===== src/rtl/oneshot_pkg.sv =====
package oneshot_pkg;

  // Strobes from control to the counter datapath
  typedef struct packed {
    logic clr;   // force count to zero
    logic load;  // capture period into count
    logic dec;   // count down by one
  } osStrobe_t;

endpackage


===== src/rtl/oneshot_sync.sv =====
module oneshot_sync #(
  parameter int WIDTH = 4,
  parameter int STAGES = 2,
  parameter logic [WIDTH-1:0] RST_VAL = '0
) (
  input  logic             clk,
  input  logic             rst_n,
  input  logic [WIDTH-1:0] din,
  output logic [WIDTH-1:0] dout
);

  logic [WIDTH-1:0] stageQ [STAGES];

  generate
    for (genvar s = 0; s < STAGES; s++) begin : g_stage
      if (s == 0) begin : g_first
        always_ff @(posedge clk or negedge rst_n) begin
          if (!rst_n) stageQ[s] <= RST_VAL;
          else        stageQ[s] <= din;
        end
      end else begin : g_next
        always_ff @(posedge clk or negedge rst_n) begin
          if (!rst_n) stageQ[s] <= RST_VAL;
          else        stageQ[s] <= stageQ[s-1];
        end
      end
    end
  endgenerate

  assign dout = stageQ[STAGES-1];

endmodule


===== src/rtl/oneshot_ctrl.sv =====
module oneshot_ctrl
  import oneshot_pkg::*;
(
  input  logic      clk,
  input  logic      rst_n,
  input  logic      leadS,
  input  logic      trailS,
  input  logic      clrS,
  input  logic      retrigS,
  input  logic      periodZero,
  input  logic      busy,
  output osStrobe_t strobe
);

  logic leadPrev, trailPrev, clrPrev;
  logic leadHit, trailHit, clrOpen, fire;

  always_ff @(posedge clk or negedge rst_n) begin
    if (!rst_n) begin
      leadPrev  <= 1'b0;
      trailPrev <= 1'b1;
      clrPrev   <= 1'b0;
    end else begin
      leadPrev  <= leadS;
      trailPrev <= trailS;
      clrPrev   <= clrS;
    end
  end

  always_comb begin
    // each edge is gated by the level of the other trigger input
    leadHit  = leadS & ~leadPrev & trailS;
    trailHit = trailPrev & ~trailS & ~leadS;
    // clear must be high now and in the previous cycle
    clrOpen  = clrS & clrPrev;
    fire     = (leadHit | trailHit) & clrOpen & ~periodZero & (retrigS | ~busy);
    strobe.clr  = ~clrS;
    strobe.load = fire;
    strobe.dec  = busy & ~fire & clrS;
  end

  // no reload while a pulse runs in one-pulse mode
  a_r5_no_reload_busy: assert property (@(posedge clk) disable iff (!rst_n)
    (busy && !retrigS) |-> !strobe.load);

  // clear held low blocks any load
  a_r6_hold_off: assert property (@(posedge clk) disable iff (!rst_n)
    !clrS |-> !strobe.load);

  // cycle of clear release accepts nothing
  a_r7_release: assert property (@(posedge clk) disable iff (!rst_n)
    (clrS && !clrPrev) |-> !strobe.load);

  // zero period is never loaded
  a_r9_zero_period: assert property (@(posedge clk) disable iff (!rst_n)
    periodZero |-> !strobe.load);

endmodule


===== src/rtl/oneshot_dp.sv =====
module oneshot_dp
  import oneshot_pkg::*;
#(
  parameter int PERIOD_W = 16
) (
  input  logic                clk,
  input  logic                rst_n,
  input  osStrobe_t           strobe,
  input  logic [PERIOD_W-1:0] period,
  output logic                busy,
  output logic                qOut,
  output logic                qnOut
);

  logic [PERIOD_W-1:0] cnt, cntNext;
  logic qReg, qnReg;

  always_comb begin
    if (strobe.clr)       cntNext = '0;
    else if (strobe.load) cntNext = period;
    else if (strobe.dec)  cntNext = cnt - 1'b1;
    else                  cntNext = cnt;
  end

  always_ff @(posedge clk or negedge rst_n) begin
    if (!rst_n) begin
      cnt   <= '0;
      qReg  <= 1'b0;
      qnReg <= 1'b1;
    end else begin
      cnt   <= cntNext;
      qReg  <= (cntNext != '0);
      qnReg <= (cntNext == '0);
    end
  end

  assign busy  = qReg;
  assign qOut  = qReg;
  assign qnOut = qnReg;

  // complementary outputs never agree
  a_r11_complement: assert property (@(posedge clk) disable iff (!rst_n)
    qReg != qnReg);

  // clear empties the counter on the next edge
  a_r6_clear: assert property (@(posedge clk) disable iff (!rst_n)
    strobe.clr |=> (cnt == '0) && !qReg);

  // a load captures the period presented with it
  a_r4_reload: assert property (@(posedge clk) disable iff (!rst_n)
    strobe.load |=> cnt == $past(period));

  // running pulse counts down by one per cycle
  a_r1_count_down: assert property (@(posedge clk) disable iff (!rst_n)
    strobe.dec |=> cnt == PERIOD_W'($past(cnt) - 1'b1));

endmodule


===== src/rtl/oneshot_timer.sv =====
module oneshot_timer
  import oneshot_pkg::*;
#(
  parameter int PERIOD_W = 16,
  parameter int SYNC_STAGES = 2
) (
  input  logic                clk,
  input  logic                rst_n,
  input  logic                leadTrig,
  input  logic                trailTrig,
  input  logic                clearN,
  input  logic                retrigMode,
  input  logic [PERIOD_W-1:0] periodCycles,
  output logic                pulseOut,
  output logic                pulseOutN
);

  localparam int N_ASYNC = 4;
  // bit order: mode, clear, trail, lead
  localparam logic [N_ASYNC-1:0] SYNC_RST = 4'b1010;

  logic [N_ASYNC-1:0] rawIn, syncOut;
  osStrobe_t strobe;
  logic busy;

  assign rawIn = {retrigMode, clearN, trailTrig, leadTrig};

  oneshot_sync #(
    .WIDTH(N_ASYNC),
    .STAGES(SYNC_STAGES),
    .RST_VAL(SYNC_RST)
  ) sync_i (
    .clk(clk),
    .rst_n(rst_n),
    .din(rawIn),
    .dout(syncOut)
  );

  oneshot_ctrl ctrl_i (
    .clk(clk),
    .rst_n(rst_n),
    .leadS(syncOut[0]),
    .trailS(syncOut[1]),
    .clrS(syncOut[2]),
    .retrigS(syncOut[3]),
    .periodZero(periodCycles == '0),
    .busy(busy),
    .strobe(strobe)
  );

  oneshot_dp #(.PERIOD_W(PERIOD_W)) dp_i (
    .clk(clk),
    .rst_n(rst_n),
    .strobe(strobe),
    .period(periodCycles),
    .busy(busy),
    .qOut(pulseOut),
    .qnOut(pulseOutN)
  );

endmodule


===== config.mk =====
export PLATFORM = sky130hd
export DESIGN_NAME = oneshot_timer
export DESIGN_NICKNAME = d
export VERILOG_FILES = /design/src/rtl/oneshot_pkg.sv /design/src/rtl/oneshot_sync.sv /design/src/rtl/oneshot_ctrl.sv /design/src/rtl/oneshot_dp.sv /design/src/rtl/oneshot_timer.sv
export SDC_FILE = /design/constraint.sdc
export NUM_CORES = 1
export LEC_CHECK = 0
export BUFFER_PORTS_ARGS = -buffer_cell sky130_fd_sc_hd__buf_2
export CAP_MARGIN = 0
export CORE_MARGIN = 2
export CORE_UTILIZATION = 59
export CTS_CLUSTER_DIAMETER = 30
export CTS_CLUSTER_SIZE = 24
export DETAILED_ROUTE_END_ITERATION = 7
export PLACE_DENSITY = 0.83
export SLEW_MARGIN = 10
export SYNTH_ARGS = -nofsm -noshare
export SYNTH_HDL_FRONTEND = slang
export SYNTH_SLANG_ARGS = --single-unit

===== constraint.sdc =====
create_clock -name clk -period 3.6 [get_ports clk]
set_input_delay 0.72 -clock clk [delete_from_list [all_inputs] [get_ports clk]]
set_output_delay 0.72 -clock clk [all_outputs]
set_load 0.03 [all_outputs]

==> results.md <==
* Worst Path Max Fanout at 5
* Min Tclk post-route at 2.35 ns
* Clock network fraction of design power at 14.5%
* Yosys warns at 0
* Starting Density at 61.3%
* Core Util, Final at 69.0%
* Site Rows at 18
* H-tree levels at 2
* Setup TNS at 0 ns
* Int Pwr at 0.775 mW
* Seq/Total Area, Yosys at 49.2%
* Die height at 54.3 um
* Initial antenna violation count at 0
* Critical Path Start Type: flip-flop
* Fin. max-slew vios at 0
* Grt ovf at 0
* Maximum clock frequency at 425 MHz
* CP endpoint kind: flip-flop
* Post-route cell area at 1680 um2
* Clock Tree Root: clkbuf_4
* Hold path depth at 0
* P per Cell Area at 769 nW/um2
* RSZ-0062 raised after global routing: no
* Core region area at 2430 um2
* EDFF count, synth at 0
* Worst R2R Path Depth at 8
* Layout net count at 187
* Antenna viol nets, final at 0
* Commonest non-fill, non-tap cells in the layout: 23 x dfrtp_1, 23 x buf_2, 14 x nand2_1, 11 x o211a_1, 10 x xnor2_1
* PortBufs at 23
* Total power draw at 1.29 mW
* Crit path DAT at 2.63 ns
* Starting DRT DRC Count at 33
* Sink Count at 29
* All-Layer GR Usage at 24.7%
* Clock transition at path regs at 0.09 ns
* CTS tree: built
* Combinational share of power at 46.4%
* Primary FF master, synth: dfrtp_1
* Clock Path Buffers at 2
* Post-CTS Resized at 0
* Hold WS at 0.356 ns
* Outcome: complete, no violations
* Yosys cell types at 40
* Final worst slack at 1.25 ns
* Setup bufs post-CTS at 0
* Residual DRC count at 0
* FF+latch count, synth at 29
* Switching Power at 0.515 mW
* Sequential power share at 39.1%
* Mean post-synth cell area at 10.7 um2
* WL/cell at 15.8 um
* Max VDD drop at 0.520 mV
* Clk_skew at 0.00691 ns
* HPWL after detailed placement at 2270 um
* Fraction of layout cells with a size suffix above 1 at 26.7%
* Fin cells at 195
* Lkg Pwr at 0.861 nW
* Post-DP Area at 1630 um2
* Num ports at 24
* Die width at 54.3 um
* Placed Cells at 187
* Worst skew pair latency at 0.33 ns
* Total wire length at 3090 um
* Place WS at 0.929 ns
* Synthesized net count at 162
* P&R area growth vs syn at 12.5%
* Hold Crit Class: flip-flop to flip-flop
* Pin count of the biggest net entering global routing at 30
* Fill cells at 191
* Area of the die at 2950 um2
* Register-to-Register Setup Slack at 1.25 ns
* Via count at 1140
* Slew HR at 58.0%
* Period utilisation layout at 65.4%
* Drt pass-1 iters at 4
* # hold bufs at CTS at 0
* WS Path Type: flip-flop to flip-flop
* First-pass GRT wire length at 5020 um
* # diodes at 0
* Max-cap violations at 0
* CP required at 3.87 ns
* Setup violators final at 0
* Post-Syn Instances at 139
* Total CTS buffers at 5
* Post-synthesis cell area at 1490 um2
* Routed vias/inst at 5.85
* Sw Ratio at 39.9%
* Final hold violations at 0
* Vias in the first global route at 1124
* GPL Wtd Cong at 0.831
* Worst Max-Slew Pin Slew at 0.631 ns
* Ys async rst share at 100%
==> state kept, by name, indices dropped and copies added (netlist names) <==
register,cells
sync_i.stageQ,4
dp_i.cnt,16
ctrl_i.leadPrev,1
ctrl_i.trailPrev,1
ctrl_i.clrPrev,1
dp_i.busy,1
dp_i.qnOut,1
sync_i.dout,4
==> layout make-up <==
| class | instances | area [um2] | area share [%] |
|---|---|---|---|
| Sequential cell | 29 | 733 | 43.7 |
| Multi-Input combinational cell | 99 | 711 | 42.4 |
| Timing Repair Buffer | 25 | 130 | 7.76 |
| Clock buffer | 6 | 41.3 | 2.46 |
| Tap cell | 30 | 37.5 | 2.24 |
| Inverter | 4 | 15.0 | 0.895 |
| Clock inverter | 2 | 10.0 | 0.597 |
==> cells in the mapped netlist (2+ instances only) <==
cell / number / area [um2]
o31ai_1: 2 / 15.0
o211a_1: 11 / 110
xor2_1: 6 / 52.6
nand2_1: 14 / 52.6
a41o_1: 2 / 20.0
nor3_1: 9 / 45.0
clkbuf_1: 2 / 7.51
buf_2: 5 / 25.0
nor2_1: 7 / 26.3
dfstp_2: 6 / 158
nand3_1: 3 / 15.0
o21ai_0: 3 / 15.0
xnor2_1: 10 / 87.6
or4_1: 3 / 22.5
a21oi_1: 3 / 15.0
nor3b_1: 3 / 22.5
inv_1: 4 / 15.0
nand4_1: 2 / 12.5
dfrtp_1: 23 / 576
==> per-layer routing <==
layer	part of all wire (%)	wire, um	vias up	global-route usage (%)
li1	-	-	557	-
met1	43	1340	544	29.2
met2	50	1540	30	40.2
met3	4.5	139	9	6.28
met4	2.4	74	0	15.0
met5	0	0	-	0
==> kinds of logic after synthesis <==
group / after synthesis / share of synthesized area [%]
buffers and inverters: 11 / 3.19
AND/OR/NAND/NOR: 55 / 22.3
AO/OA/AOI/OAI: 26 / 14.4
multiplexers: 1 / 0.671
flip-flops: 29 / 49.2
adder cells (fa/ha/maj): 1 / 0.839
XOR/XNOR: 16 / 9.40
==> worst paths after layout <==
path / from / to
worst max-delay path: dp_i.cnt[1] / dp_i.qnOut
worst min-delay path: sync_i.stageQ[6] / sync_i.dout[2]
worst max register to register: dp_i.cnt[1] / dp_i.qnOut
worst min register to register: sync_i.stageQ[6] / sync_i.dout[2]
max in group asynchronous: rst_n / sync_i.dout[2]
min in group asynchronous: rst_n / dp_i.cnt[3]
==> power groups by stage <==
stage / sequential, mW / clock (mW) / combinational (mW)
2_1_floorplan: 0.495 / 0 / 0.481
3_5_place_dp: 0.508 / 0 / 0.592
4_1_cts: 0.502 / 0.192 / 0.597
6_report: 0.505 / 0.187 / 0.599
5_1_grt: 0.516 / 0.202 / 0.666
3_3_place_gp: 0.501 / 0 / 0.572
==> critical path, stage by stage, from the launching register on <==
cell	delay, ns
dfrtp_1	0.42
inv_1	0.06
ha_1	0.22
or4b_4	0.54
nor4_1	0.35
xnor2_1	0.20
nand3_1	0.11
o311ai_1	0.16
and4_1	0.24
(Power assumes the default switching activity.)
